==> config.mk <==
export PLATFORM = sky130hd
export DESIGN_NAME = conn_cam_match
export DESIGN_NICKNAME = d
export VERILOG_FILES = /design/src/rtl/conn_cam_pkg.sv /design/src/rtl/cam_entry_array.sv /design/src/rtl/cam_lowest_first.sv /design/src/rtl/cam_bank.sv /design/src/rtl/conn_cam_match.sv
export SDC_FILE = /design/constraint.sdc
export NUM_CORES = 2
export LEC_CHECK = 0
export BUFFER_PORTS_ARGS = -buffer_cell sky130_fd_sc_hd__buf_2
export CORE_MARGIN = 4
export CORE_UTILIZATION = 40
export DETAILED_ROUTE_END_ITERATION = 6
export PLACE_DENSITY = 0.68
export SYNTH_ARGS = -nofsm -noshare
export SYNTH_HDL_FRONTEND = slang
export SYNTH_SLANG_ARGS = --single-unit
==> constraint.sdc <==
create_clock -name clk -period 3 [get_ports clk]
set_input_delay 0.3 -clock clk [delete_from_list [all_inputs] [get_ports clk]]
set_output_delay 0.3 -clock clk [all_outputs]
set_load 0.01 [all_outputs]
==> src/rtl/conn_cam_pkg.sv <==
// Package: shared phase encoding for the connection CAM.
// Assumes: phase 0 means write into data memory, 1 means read out of it.
package conn_cam_pkg;
    typedef enum logic {
        PH_WRITE = 1'b0,
        PH_READ  = 1'b1
    } rw_phase_e;
endpackage

==> src/rtl/cam_entry_array.sv <==
// Module: cam_entry_array
// Holds DEPTH connection entries of one bank and produces a match vector
// against the presented key. Host writes land at the clock edge, so a
// compare in the same cycle sees the previous contents.
// Assumes: synchronous active-low reset clears every valid flag.
module cam_entry_array #(
    parameter int DEPTH    = 16,
    parameter int STREAM_W = 5,
    parameter int SLOT_W   = 7,
    parameter int ADDR_W   = 10,
    localparam int IDX_W   = (DEPTH > 1) ? $clog2(DEPTH) : 1
) (
    input  logic                clk,
    input  logic                rst_n,
    input  logic                wr_en,
    input  logic [IDX_W-1:0]    wr_idx,
    input  logic [STREAM_W-1:0] wr_stream,
    input  logic [SLOT_W-1:0]   wr_slot,
    input  logic                wr_dir,
    input  logic [ADDR_W-1:0]   wr_addr,
    input  logic                wr_valid,
    input  logic [STREAM_W-1:0] key_stream,
    input  logic [SLOT_W-1:0]   key_slot,
    input  logic                key_dir,
    output logic [DEPTH-1:0]    match_vec,
    output logic [ADDR_W-1:0]   addr_tab [DEPTH]
);
    logic [STREAM_W-1:0] stream_q [DEPTH];
    logic [SLOT_W-1:0]   slot_q   [DEPTH];
    logic [DEPTH-1:0]    dir_q;
    logic [DEPTH-1:0]    valid_q;
    logic [ADDR_W-1:0]   addr_q   [DEPTH];

    for (genvar e = 0; e < DEPTH; e++) begin : g_entry
        // Entry storage: load on a host write addressed to this slot.
        always_ff @(posedge clk) begin
            if (!rst_n) begin
                stream_q[e] <= '0;
                slot_q[e]   <= '0;
                dir_q[e]    <= 1'b0;
                valid_q[e]  <= 1'b0;
                addr_q[e]   <= '0;
            end else if (wr_en && (wr_idx == IDX_W'(e))) begin
                stream_q[e] <= wr_stream;
                slot_q[e]   <= wr_slot;
                dir_q[e]    <= wr_dir;
                valid_q[e]  <= wr_valid;
                addr_q[e]   <= wr_addr;
            end
        end

        // Compare: a valid entry matches on stream, slot and direction.
        always_comb begin
            match_vec[e] = valid_q[e]
                         && (stream_q[e] == key_stream)
                         && (slot_q[e]   == key_slot)
                         && (dir_q[e]    == key_dir);
        end

        assign addr_tab[e] = addr_q[e];
    end
endmodule

==> src/rtl/cam_lowest_first.sv <==
// Module: cam_lowest_first
// Priority resolver: returns whether any request bit is set and the index
// of the lowest set bit. Several set bits are not flagged.
// Assumes: nothing beyond a defined request vector.
module cam_lowest_first #(
    parameter int DEPTH  = 16,
    localparam int IDX_W = (DEPTH > 1) ? $clog2(DEPTH) : 1
) (
    input  logic [DEPTH-1:0] req,
    output logic             any,
    output logic [IDX_W-1:0] idx
);
    // Scan from the top so the lowest set bit is written last and wins.
    always_comb begin
        any = 1'b0;
        idx = '0;
        for (int i = DEPTH - 1; i >= 0; i--) begin
            if (req[i]) begin
                any = 1'b1;
                idx = IDX_W'(i);
            end
        end
    end
endmodule

==> src/rtl/cam_bank.sv <==
// Module: cam_bank
// One CAM bank: entry table, lowest-index resolution and the registered
// request stage toward the data memory.
// Assumes: the key and phase are stable around the sampling edge.
module cam_bank
    import conn_cam_pkg::*;
#(
    parameter int DEPTH    = 16,
    parameter int STREAM_W = 5,
    parameter int SLOT_W   = 7,
    parameter int ADDR_W   = 10,
    localparam int IDX_W   = (DEPTH > 1) ? $clog2(DEPTH) : 1
) (
    input  logic                clk,
    input  logic                rst_n,
    input  logic                wr_en,
    input  logic [IDX_W-1:0]    wr_idx,
    input  logic [STREAM_W-1:0] wr_stream,
    input  logic [SLOT_W-1:0]   wr_slot,
    input  logic                wr_dir,
    input  logic [ADDR_W-1:0]   wr_addr,
    input  logic                wr_valid,
    input  logic [STREAM_W-1:0] key_stream,
    input  logic [SLOT_W-1:0]   key_slot,
    input  logic                key_rw,
    output logic                wreq,
    output logic                rreq,
    output logic [IDX_W-1:0]    win_idx,
    output logic [ADDR_W-1:0]   win_addr
);
    logic [DEPTH-1:0]  match_vec;
    logic [ADDR_W-1:0] addr_tab [DEPTH];
    logic              any_hit;
    logic [IDX_W-1:0]  sel_idx;
    rw_phase_e         phase;

    assign phase = rw_phase_e'(key_rw);

    cam_entry_array #(
        .DEPTH(DEPTH), .STREAM_W(STREAM_W), .SLOT_W(SLOT_W), .ADDR_W(ADDR_W)
    ) u_array (
        .clk(clk), .rst_n(rst_n),
        .wr_en(wr_en), .wr_idx(wr_idx), .wr_stream(wr_stream),
        .wr_slot(wr_slot), .wr_dir(wr_dir), .wr_addr(wr_addr),
        .wr_valid(wr_valid),
        .key_stream(key_stream), .key_slot(key_slot), .key_dir(key_rw),
        .match_vec(match_vec), .addr_tab(addr_tab)
    );

    cam_lowest_first #(.DEPTH(DEPTH)) u_prio (
        .req(match_vec), .any(any_hit), .idx(sel_idx)
    );

    // Request stage: register the winner and split by phase; zero on a miss.
    always_ff @(posedge clk) begin
        if (!rst_n) begin
            wreq     <= 1'b0;
            rreq     <= 1'b0;
            win_idx  <= '0;
            win_addr <= '0;
        end else begin
            wreq     <= any_hit && (phase == PH_WRITE);
            rreq     <= any_hit && (phase == PH_READ);
            win_idx  <= any_hit ? sel_idx : '0;
            win_addr <= any_hit ? addr_tab[sel_idx] : '0;
        end
    end
endmodule

==> src/rtl/conn_cam_match.sv <==
// Module: conn_cam_match (top)
// Parallel connection CAM banks for a time-slot interchanger. Every bank
// sees the same state counter key; the host port writes one entry per clock.
// Assumes: synchronous active-low reset; outputs are flattened per bank,
// bank 0 in the least significant field.
module conn_cam_match #(
    parameter int NUM_BANKS = 3,
    parameter int DEPTH     = 16,
    parameter int STREAM_W  = 5,
    parameter int SLOT_W    = 7,
    parameter int ADDR_W    = 10,
    localparam int IDX_W    = (DEPTH > 1) ? $clog2(DEPTH) : 1,
    localparam int BANK_W   = (NUM_BANKS > 1) ? $clog2(NUM_BANKS) : 1
) (
    input  logic                          clk,
    input  logic                          rst_n,
    input  logic [STREAM_W-1:0]           sc_stream,
    input  logic [SLOT_W-1:0]             sc_slot,
    input  logic                          sc_rw,
    input  logic                          host_we,
    input  logic [BANK_W-1:0]             host_bank,
    input  logic [IDX_W-1:0]              host_idx,
    input  logic [STREAM_W-1:0]           host_stream,
    input  logic [SLOT_W-1:0]             host_slot,
    input  logic                          host_dir,
    input  logic [ADDR_W-1:0]             host_addr,
    input  logic                          host_valid,
    output logic [NUM_BANKS-1:0]          wr_req,
    output logic [NUM_BANKS-1:0]          rd_req,
    output logic [NUM_BANKS*IDX_W-1:0]    hit_idx,
    output logic [NUM_BANKS*ADDR_W-1:0]   hit_addr
);
    for (genvar b = 0; b < NUM_BANKS; b++) begin : g_bank
        logic bank_sel;

        // Bank decode: the host strobe reaches only the addressed bank.
        always_comb bank_sel = host_we && (host_bank == BANK_W'(b));

        cam_bank #(
            .DEPTH(DEPTH), .STREAM_W(STREAM_W), .SLOT_W(SLOT_W), .ADDR_W(ADDR_W)
        ) u_bank (
            .clk(clk), .rst_n(rst_n),
            .wr_en(bank_sel), .wr_idx(host_idx), .wr_stream(host_stream),
            .wr_slot(host_slot), .wr_dir(host_dir), .wr_addr(host_addr),
            .wr_valid(host_valid),
            .key_stream(sc_stream), .key_slot(sc_slot), .key_rw(sc_rw),
            .wreq(wr_req[b]), .rreq(rd_req[b]),
            .win_idx(hit_idx[b*IDX_W +: IDX_W]),
            .win_addr(hit_addr[b*ADDR_W +: ADDR_W])
        );
    end
endmodule

==> impl_metrics.tcl <==
set metrics [dict create \
    rows 139 \
    area.sequential_mm2 0.0346 \
    max-vdd-ir-drop_mv 0.528 \
    whs_ps 50.3 \
    cts_tree "yes" \
    synth_area_mm2 0.0581 \
    htreeDepth 4 \
    fin_crit_sh_pct 107 \
    cap_violations 0 \
    seq_area_frac_synth_pct 59.6 \
    critPathMaxStageDelay_ps 600 \
    slew_viol_final 0 \
    worstHoldPathCells 2 \
    die_w_um 389 \
    max_clock_freq_mhz 311 \
    outcome "finished, violations left" \
    crit_path_end_kind "flop" \
    grt_pass1_wl_um 261000 \
    final_antenna_net_count 0 \
    drtIter0Drc 4705 \
    hold_violations 0 \
    arrival_ps 3880 \
    synthDistinctLibCells 76 \
    multiInputGateArea_mm2 0.0227 \
    min_period_ps 3210 \
    ios 94 \
    synth_fp_nets 4743 \
    path_common_cell "buf_4" \
    start_kind "flop" \
    async_reset_ff_share_pct 0 \
    grt_pass1_vias 39552 \
    setup_ws_ps -211 \
    synthTopCellsByArea "edfxtp_1 (55%), and2_1 (11%), xnor2_1 (9.4%)" \
    reg2reg_depth 14 \
    tightest_slew_ps 982 \
    p_leak_nw 25.2 \
    cp_cell_sequence "xnor2_2, buf_4, nand2_1, or4_4, a21oi_2, o21bai_2, a2111oi_4, o41a_1, buf_6, buf_12, o221a_1, a311oi_2, buf_4, a22o_1" \
    grt_use_total_pct 23.0 \
    synth_edf_count 1056 \
    drive_gt1_share_pct 21.6 \
    syn_inst 4697 \
    start_util_pct 40.4 \
    vias_per_cell 5.54 \
    synth_area_per_cell_um2 12.4 \
    dp_slack_ps -1040 \
    wl_per_cell_um 24.7 \
    vias 39861 \
    dieArea_mm2 0.151 \
    insertion_delay_ps 770 \
    setup_viol 30 \
    area_growth_pct 22.1 \
    cpMaxStageDelayCell "or4_4" \
    port_buffers 93 \
    power_density_mw_per_mm2 550 \
    final_cell_mix "and2_1 (1056), edfxtp_1 (1056), xnor2_1 (588), buf_4 (505), nand4_1 (279)" \
    tns_ps -4570 \
    nFillCells 12269 \
    clockRootBuffer "clkbuf_16" \
    gp_congestion 0.934 \
    ys_ff_latch 1200 \
    core_area_mm2 0.144 \
    antenna_found_initial 13 \
    rsz0062_at_grt "true" \
    grt_max_degree 49 \
    synth_warnings 0 \
    clock_path_buffers 3 \
    yosysTopAreaCell "edfxtp_1" \
    drtPass1Iterations 6 \
    clock-sinks 1200 \
    cts_buffers 132 \
    max-slew-margin-rel_pct 34.6 \
    wl_um 178000 \
    synth.top_cell.area_share_pct 54.6 \
    synth_ff_type "edfxtp_1" \
    path_clk_slew_ps 60 \
    path_class "reg -> reg" \
    fin_skew_ps 32.3 \
    critPathMaxFanout 7 \
    drc 0 \
    dp_hpwl_um 117000 \
    overflow 0 \
    die_h_um 389 \
    failed_checks "negative setup slack" \
    hp-class "in -> reg" \
    final_nets 5217 \
    worst_ep_required_time_ps 3670 \
]
## logic make-up after synthesis
kind of cell | count (synthesis) | synth area share [%]
AND/OR/NAND/NOR | 1809 | 18.5
multiplexers | 158 | 2.79
flip-flops | 1200 | 59.6
AO/OA/AOI/OAI | 443 | 5.99
buffers and inverters | 463 | 3.75
XOR/XNOR | 624 | 9.41
## worst max-delay path: cells and delay by family, from the launching register on
family                 cells  cell delay (ps)
AO/OA/AOI/OAI              7             1340
XOR/XNOR                   1              160
flip-flops                 1              410
AND/OR/NAND/NOR            2              640
buffers and inverters      4              560
## flip-flops by register name, indices dropped and copies added, names as in the netlist
name,cells
g_bank.u_bank.u_array.slot_q,336
g_bank.u_bank.win_idx,12
g_bank.u_bank.u_array.stream_q,240
g_bank.u_bank.u_array.valid_q,48
g_bank.u_bank.u_array.addr_q,480
g_bank.u_bank.u_array.dir_q,48
g_bank.u_bank.wreq,3
g_bank.u_bank.rreq,3
g_bank.u_bank.win_addr,30
## power breakdown
part	internal (mW)	switching, mW	total, mW	leakage [nW]
Sequential	18.9	0.321	19.2	11.2
Combinational	1.27	2.03	3.30	11.9
Clock	9.44	7.04	16.5	2.13
## synth_stat cells, drive strengths merged, types with 21 or more instances
| master | n |
|---|---|
| edfxtp | 1056 |
| a21oi | 46 |
| a22o | 115 |
| clkbuf | 254 |
| o21ai | 41 |
| nor4 | 86 |
| or4 | 21 |
| o21a | 54 |
| nand3 | 32 |
| buf | 111 |
| dfxtp | 144 |
| a221oi | 32 |
| mux2i | 129 |
| xnor2 | 624 |
| inv | 98 |
| nand2 | 178 |
| nor2 | 98 |
| mux2 | 29 |
| and2 | 1056 |
| nand4 | 279 |
| nor2b | 25 |
| a211oi | 38 |
## repair_timing
item,4_1_cts,5_1_grt
endpoints found under the setup margin,32,32
hold buffers,1,0
resized for setup,198,78
pin swaps,61,51
gates cloned,8,2
hold endpoints to repair,2,0
buffers inserted,30,9
## cell type report
type / instances / share of cell area (%)
flip-flops and latches: 1200 / 48.8
clock buffers: 194 / 5.30
clock inverters: 51 / 0.962
repair buffers: 704 / 9.09
multi-input cells: 3035 / 32.0
inverters: 98 / 0.519
diodes: 4 / 0.0141
well taps: 1903 / 3.36
## metrics by stage
step           cells  util, %  cell area, um2  power [mW]
3_3_place_gp    6899     44.9           64500        22.7
5_1_grt         7185     49.3           70900        40.2
3_5_place_dp    6899     44.9           64500        22.7
2_1_floorplan   4697        -           58100        21.3
6_report        7189     49.3           70900        39.0
4_1_cts         7178     49.0           70400        39.2
## final timing paths
kind                                            start                                      to  slack, ps
max          g_bank[2].u_bank.u_array.stream_q[3][13]            g_bank[2].u_bank.win_addr[6]       -210
max reg2reg  g_bank[2].u_bank.u_array.stream_q[3][13]            g_bank[2].u_bank.win_addr[6]       -210
min                                      host_slot[6]  g_bank[0].u_bank.u_array.slot_q[0][13]         50
min reg2reg      g_bank[1].u_bank.u_array.valid_q[14]    g_bank[1].u_bank.u_array.valid_q[14]        490
## routing by layer
metal,wire [um],global-route usage [%],part of all wire (%),vias up
li1,-,-,-,17696
met4,6870,9.12,3.9,6
met3,14300,3.78,8.0,387
met2,83800,37.4,47,1845
met1,72600,31.0,41,19927
met5,41,0,0.023,-
No activity file was read; power rests on OpenSTA's default activity.
